===== config.mk =====
export PLATFORM = sky130hd
export DESIGN_NAME = bag_burst_addr_gen
export DESIGN_NICKNAME = d
export VERILOG_FILES = /design/src/rtl/bag_pkg.sv /design/src/rtl/bag_rst_sync.sv /design/src/rtl/bag_beat_ctr.sv /design/src/rtl/bag_origin_reg.sv /design/src/rtl/bag_low_seq.sv /design/src/rtl/bag_burst_addr_gen.sv
export SDC_FILE = /design/constraint.sdc
export NUM_CORES = 1
export LEC_CHECK = 0
export CORE_MARGIN = 2
export CORE_UTILIZATION = 42
export CTS_CLUSTER_DIAMETER = 30
export DETAILED_ROUTE_END_ITERATION = 8
export PLACE_DENSITY = 0.78
export SLEW_MARGIN = 40
export SYNTH_ARGS = -nofsm -noshare
export SYNTH_HDL_FRONTEND = slang
export SYNTH_SLANG_ARGS = --single-unit

===== constraint.sdc =====
create_clock -name clk -period 1.4 [get_ports clk]
set_input_delay 0.35 -clock clk [delete_from_list [all_inputs] [get_ports clk]]
set_output_delay 0.35 -clock clk [all_outputs]
set_load 0.01 [all_outputs]

===== src/rtl/bag_pkg.sv =====
package bag_pkg;
  typedef enum logic {
    ORD_SEQ = 1'b0,
    ORD_XOR = 1'b1
  } order_e;
endpackage


===== src/rtl/bag_rst_sync.sv =====
module bag_rst_sync #(
  parameter int STAGES = 2
) (
  input  logic clk,
  input  logic arst_n,
  output logic srst_n
);
  logic [STAGES-1:0] sync_q;

  always_ff @(posedge clk or negedge arst_n) begin
    if (!arst_n) sync_q <= '0;
    else         sync_q <= {sync_q[STAGES-2:0], 1'b1};
  end

  assign srst_n = sync_q[STAGES-1];
endmodule


===== src/rtl/bag_beat_ctr.sv =====
module bag_beat_ctr #(
  parameter int BURST_LEN = 4,
  localparam int BEAT_W = $clog2(BURST_LEN)
) (
  input  logic              clk,
  input  logic              rst_n,
  input  logic              en,
  input  logic              clr,
  input  logic              inc,
  output logic [BEAT_W-1:0] beat_o
);
  localparam logic [BEAT_W-1:0] LAST = BEAT_W'(BURST_LEN - 1);

  logic [BEAT_W-1:0] beat_q, beat_d;

  always_comb begin
    beat_d = beat_q;
    if (en) begin
      if (clr)      beat_d = '0;
      else if (inc) beat_d = (beat_q == LAST) ? '0 : beat_q + 1'b1;
    end
  end

  always_ff @(posedge clk or negedge rst_n) begin
    if (!rst_n) beat_q <= '0;
    else        beat_q <= beat_d;
  end

  assign beat_o = beat_q;


  load_clears_beat_chk: assert property (@(posedge clk) disable iff (!rst_n)
    (en && clr) |=> (beat_o == '0));


  beat_step_chk: assert property (@(posedge clk) disable iff (!rst_n)
    (en && !clr && inc) |=>
      (beat_o == (($past(beat_o) == LAST) ? '0 : $past(beat_o) + 1'b1)));
endmodule


===== src/rtl/bag_origin_reg.sv =====
module bag_origin_reg
  import bag_pkg::*;
#(
  parameter int ADDR_W = 19
) (
  input  logic              clk,
  input  logic              rst_n,
  input  logic              cap,
  input  logic [ADDR_W-1:0] start_i,
  input  logic              mode_i,
  output logic [ADDR_W-1:0] origin_o,
  output order_e            order_o
);
  logic [ADDR_W-1:0] origin_q, origin_d;
  order_e            order_q, order_d;

  always_comb begin
    origin_d = origin_q;
    order_d  = order_q;
    if (cap) begin
      origin_d = start_i;
      order_d  = mode_i ? ORD_XOR : ORD_SEQ;
    end
  end

  always_ff @(posedge clk or negedge rst_n) begin
    if (!rst_n) begin
      origin_q <= '0;
      order_q  <= ORD_SEQ;
    end else begin
      origin_q <= origin_d;
      order_q  <= order_d;
    end
  end

  assign origin_o = origin_q;
  assign order_o  = order_q;


  origin_kept_chk: assert property (@(posedge clk) disable iff (!rst_n)
    !cap |=> $stable(origin_o));


  order_kept_chk: assert property (@(posedge clk) disable iff (!rst_n)
    !cap |=> $stable(order_o));
endmodule


===== src/rtl/bag_low_seq.sv =====
module bag_low_seq
  import bag_pkg::*;
#(
  parameter int BURST_LEN = 4,
  localparam int BEAT_W = $clog2(BURST_LEN)
) (
  input  logic [BEAT_W-1:0] origin_lo,
  input  logic [BEAT_W-1:0] beat,
  input  order_e            order,
  output logic [BEAT_W-1:0] low_o
);
  logic [BEAT_W-1:0] seq_lo;
  logic [BEAT_W-1:0] xor_lo;

  assign seq_lo = origin_lo + beat;

  for (genvar b = 0; b < BEAT_W; b++) begin : g_xor
    assign xor_lo[b] = origin_lo[b] ^ beat[b];
  end

  always_comb begin
    case (order)
      ORD_XOR: low_o = xor_lo;
      default: low_o = seq_lo;
    endcase
  end
endmodule


===== src/rtl/bag_burst_addr_gen.sv =====
module bag_burst_addr_gen
  import bag_pkg::*;
#(
  parameter int ADDR_W    = 19,
  parameter int BURST_LEN = 4,
  localparam int BEAT_W   = $clog2(BURST_LEN)
) (
  input  logic              clk,
  input  logic              rst_n,
  input  logic              hold_i,
  input  logic              adv_i,
  input  logic              mode_i,
  input  logic [ADDR_W-1:0] start_i,
  output logic [ADDR_W-1:0] addr_o,
  output logic [BEAT_W-1:0] beat_o
);
  logic              srst_n;
  logic              step_en;
  logic              do_load;
  logic [ADDR_W-1:0] origin;
  order_e            order;
  logic [BEAT_W-1:0] beat;
  logic [BEAT_W-1:0] low;

  assign step_en = !hold_i;
  assign do_load = step_en && !adv_i;

  bag_rst_sync #(.STAGES(2)) u_rst (
    .clk(clk), .arst_n(rst_n), .srst_n(srst_n)
  );

  bag_origin_reg #(.ADDR_W(ADDR_W)) u_origin (
    .clk(clk), .rst_n(srst_n), .cap(do_load), .start_i(start_i),
    .mode_i(mode_i), .origin_o(origin), .order_o(order)
  );

  bag_beat_ctr #(.BURST_LEN(BURST_LEN)) u_beat (
    .clk(clk), .rst_n(srst_n), .en(step_en), .clr(!adv_i), .inc(adv_i),
    .beat_o(beat)
  );

  bag_low_seq #(.BURST_LEN(BURST_LEN)) u_low (
    .origin_lo(origin[BEAT_W-1:0]), .beat(beat), .order(order), .low_o(low)
  );

  assign addr_o = {origin[ADDR_W-1:BEAT_W], low};
  assign beat_o = beat;


  hold_freeze_chk: assert property (@(posedge clk) disable iff (!srst_n)
    hold_i |=> ($stable(addr_o) && $stable(beat_o)));


  upper_fixed_chk: assert property (@(posedge clk) disable iff (!srst_n)
    (step_en && adv_i) |=> (addr_o[ADDR_W-1:BEAT_W] == $past(addr_o[ADDR_W-1:BEAT_W])));


  seq_step_chk: assert property (@(posedge clk) disable iff (!srst_n)
    (step_en && adv_i && order == ORD_SEQ) |=>
      (addr_o[BEAT_W-1:0] == BEAT_W'($past(addr_o[BEAT_W-1:0]) + 1'b1)));


  xor_step_chk: assert property (@(posedge clk) disable iff (!srst_n)
    (step_en && adv_i && order == ORD_XOR) |=>
      ((addr_o[BEAT_W-1:0] ^ $past(addr_o[BEAT_W-1:0])) == (beat_o ^ $past(beat_o))));


  load_addr_chk: assert property (@(posedge clk) disable iff (!srst_n)
    do_load |=> (addr_o == $past(start_i)));
endmodule


==> results.md <==
- For this run the aggregate overflow at the end of global routing stands at 0.
- Synthesis inferred 24 register bits.
- Across the run, the number of max-cap violations was 0.
- The source of the worst register-to-register timing path is u_beat.beat_o[0].
- The die is around 56 um wide.
- The share of async-settable or async-resettable flops after synthesis is 100%.
- Along the worst path, the maximum fanout reaches 2.
- The total die area is 3160 um2.
- Detailed routing inserted a total of 656 vias.
- The delay contributed by the slowest stage of the critical path is about 400 ps.
- In this run the critical register-to-register path is captured at u_beat.beat_o[0].
- The number of levels in the clock H-tree is 1.
- The count of final setup violators is 3.
- The final hold slack is 195 ps.
- The signal on the critical path passes through ha_2, nor2b_4, xnor2_2, buf_2.
- Global routing consumed, over all layers together, 13.7% of the routing resources.
- TritonCTS built the clock tree.
- The count of clock tree sinks is 24.
- The routed design has 2040 um of wire.
- The largest voltage drop on the vdd net is 0.708 mV.
- Setup repair after global routing could not meet its margin everywhere.
- The proportion of synthesized chip area in sequential cells is 52.5%.
- Row generation in the floorplan step produced 18 rows.
- The critical path runs through a total of 4 cells.
- Ranked by total cell area, the synthesized netlist is headed by sky130_fd_sc_hd__dfrtp_1 53%, sky130_fd_sc_hd__mux2_4 26%, sky130_fd_sc_hd__buf_4 11%, sky130_fd_sc_hd__ha_1 2.2%, sky130_fd_sc_hd__buf_6 2.0%.
- In the routed design, unresolved DRC markers number 0.
- The setup slack after layout is -252 ps.
- The synthesized area divided by synthesized cell count is approximately 15 um2.
- The critical path start-end classification is reg -> out.
- The number of warnings printed during yosys synthesis is 0.
- The setup slack of the worst register-to-register path is approximately 120 ps.
- Across the routed clock network, the largest skew measured is between 3 and 4 ps.
- The placement-stage worst setup slack is -384 ps.
- For the worst setup path, the data arrival time is 1300 ps.
- The largest total area in the synthesized netlist belongs to sky130_fd_sc_hd__dfrtp_1.
- The pin count of the biggest net entering global routing is 23.
- The total area inside the core boundary comes to 2520 um2.
- In the final design database the tool counted 140 nets.
- The synthesized design contains 0 enable-type register cells.
- The primary flip-flop cell chosen by synthesis mapping is sky130_fd_sc_hd__dfrtp_1.
- The number of diodes is 0.
- The number of buffers added by the clock tree synthesis step is 3.
- Routability-driven placement finished with a final weighted congestion of 0.670.
- Together, buffers and inverters on the worst path number 1.
- In this run the power density over the cells is 1100 nW/um2.
- The final number of hold-violating endpoints came to 0.
- Once the floorplan was initialized, standard cells occupied 45.3% of the core.
- In this run the cell area measured after placement is 1530 um2.
- The I/O pin count is 45.
- The final instance count without filler cells is 143.
- For the worst flop-to-flop path, the logic depth is 5.
- The aggregate negative setup slack is -346 ps.
- After routing the design area is 1600 um2.
- The count of antenna-violating nets left after detailed routing is 0.
- The type of element capturing the critical path is a primary output.
- The number of instances in the synthesized netlist is 76.
- The end point of the critical path is addr_o[1].
- The number of pins exceeding their max-slew limit in the final report is 0.
- After detailed placement, the design holds a cell count of 136.
- In this design, the largest share of critical-path delay is due to flip-flops.
- Input and output buffers added on the ports amount to 44.
- The initial antenna violation count is 0.
- The run finished, with violations left.
- The ratio of cells with drive above 1 in the final layout is 38.9%.
- The routed design could run at a clock period as short as 1650 ps.
- The HPWL after detailed placement is 1490 um.
- The critical path launch point is u_beat.beat_o[0].
- The mapped netlist covers 1140 um2.
- The share of synthesized area in the top cell type comes to a little over half.
- The post-synth net total is between 100 and 150.
- The post-cts hold buffer count is 0.
- The synthesis-to-layout area growth is 39.9%.
- Among all stages on the critical path, the largest delay is contributed by sky130_fd_sc_hd__dfrtp_1.
- The checks that failed: negative setup slack.
- The class of the tightest hold or removal check is in -> async.
- The floorplan step set the die height to 56.2 um.
- The first global-routing pass estimated 3360 um of wire.
- For this design the static power due to leakage is 0.760 nW.
- The post-synthesis cell type count is 14.
- The number of global-route vias before repair is 742.
- In the final routed layout, each cell accounts on average for 14.2 um.
- The starting DRC count in detailed routing is 8.
- Counting instances in the post-synthesis netlist gives the leading cell types as 24 x sky130_fd_sc_hd__dfrtp_1, 20 x sky130_fd_sc_hd__mux2_4, 17 x sky130_fd_sc_hd__buf_4.
- The clock passes through at most 2 buffers.
- The maximum clock rate is between 0.6 and 0.7 GHz.
- The critical path startpoint category is a register.
- The final clock period utilization by the worst path is 118%.
- The clock latency on the worst-skew pair is 300 ps.
- The first detailed-routing pass ran for 4 iterations.
- The clock tree root buffer cell is sky130_fd_sc_hd__clkbuf_4.
- Dividing the detail-routed via count by the number of cells gives 4.59.
- The clock edge transition at the registers on the reported setup and hold paths is approximately 120 ps.
- For the worst setup path, the data required time is about 1100 ps.
- Among all cell types in the netlist, the one instantiated most often is sky130_fd_sc_hd__dfrtp_1.
==> how the worst min path moves through the flow <==
| stage | endpoint | slack, ps | depth (start not counted) |
|---|---|---|---|
| finish | u_rst.sync_q[1] | 190 | 1 |
| global route | u_rst.sync_q[1] | 170 | 1 |
| CTS | u_rst.sync_q[1] | 190 | 1 |
| detailed placement | u_origin.origin_o[14] | 220 | 1 |
| global placement | u_origin.origin_o[6] | 210 | 1 |
| floorplan | u_rst.sync_q[0] | 50 | 0 |
==> kinds of logic (layout without fill, tap and decap cells) <==
family	count (synthesis)	in the layout	share of synthesized area, %
flops	24	24	52.5
mux	20	20	26.3
buf+inv	20	57	13.5
simple gates	5	5	2.52
fa+ha+maj	2	2	2.19
compound gates	2	2	1.20
xor+xnor	2	2	1.53
other cells	1	1	0.328
==> through the flow <==
stage / utilization [%] / total power, mW
after floorplan: - / 1.21
after global placement: 60.5 / 1.42
after detailed placement: 60.5 / 1.44
after CTS: 61.5 / 1.75
after global routing: 63.4 / 1.87
final: 63.4 / 1.76
==> layer usage <==
layer | wire [um] | share of wire, % | vias up | global-route usage, %
met3 | 173 | 8.5 | 0 | 3.72
met2 | 1060 | 52 | 34 | 23.0
met4 | 0 | 0 | 0 | 2.72
met1 | 804 | 39 | 313 | 17.7
met5 | 0 | 0 | - | 0
li1 | - | - | 309 | -
==> repair_timing <==
item | 4_1_cts | 5_1_grt
gates resized for setup | 38 | 6
pin swaps | 2 | 2
setup endpoints to repair | 21 | 4
buffers inserted | 1 | 2
endpoints found under the hold margin | 0 | 0
==> worst register-to-register path: stages, from the launching register on <==
cell                      delay (ps)
sky130_fd_sc_hd__dfrtp_1         400
sky130_fd_sc_hd__buf_4           130
sky130_fd_sc_hd__buf_6           120
sky130_fd_sc_hd__ha_1            200
sky130_fd_sc_hd__nor4b_2         260
sky130_fd_sc_hd__a21o_2          120
==> placed cells by master, fill, tap and decap left out, types with 2 or more instances in the layout <==
cell,n
sky130_fd_sc_hd__buf_4,6
sky130_fd_sc_hd__buf_6,5
sky130_fd_sc_hd__clkbuf_4,3
sky130_fd_sc_hd__clkdlybuf4s50_1,23
sky130_fd_sc_hd__dfrtp_1,24
sky130_fd_sc_hd__dlygate4sd2_1,17
sky130_fd_sc_hd__mux2_4,20
sky130_fd_sc_hd__nand2_1,2
sky130_fd_sc_hd__xnor2_2,2
==> area by class of cell <==
| cell class | count | area [um2] |
|---|---|---|
| tap | 30 | 37.5 |
| timing repair buffer | 53 | 505 |
| multi-input combinational | 32 | 420 |
| fill | 223 | 922 |
| sequential | 24 | 601 |
| clock buffer | 4 | 36.3 |
==> registers in the layout, indices dropped and copies added (netlist names) <==
| name | count |
|---|---|
| u_origin.origin_o | 19 |
| u_beat.beat_o | 2 |
| u_rst.sync_q | 2 |
| u_origin.order_o | 1 |
==> power by group <==
group	leakage (nW)	switching [mW]	total [mW]	internal (mW)
sequential	0.284	0.0589	0.848	0.789
combinational	0.455	0.199	0.567	0.368
clock	0.0210	0.187	0.345	0.158
(Power assumes the default switching activity.)
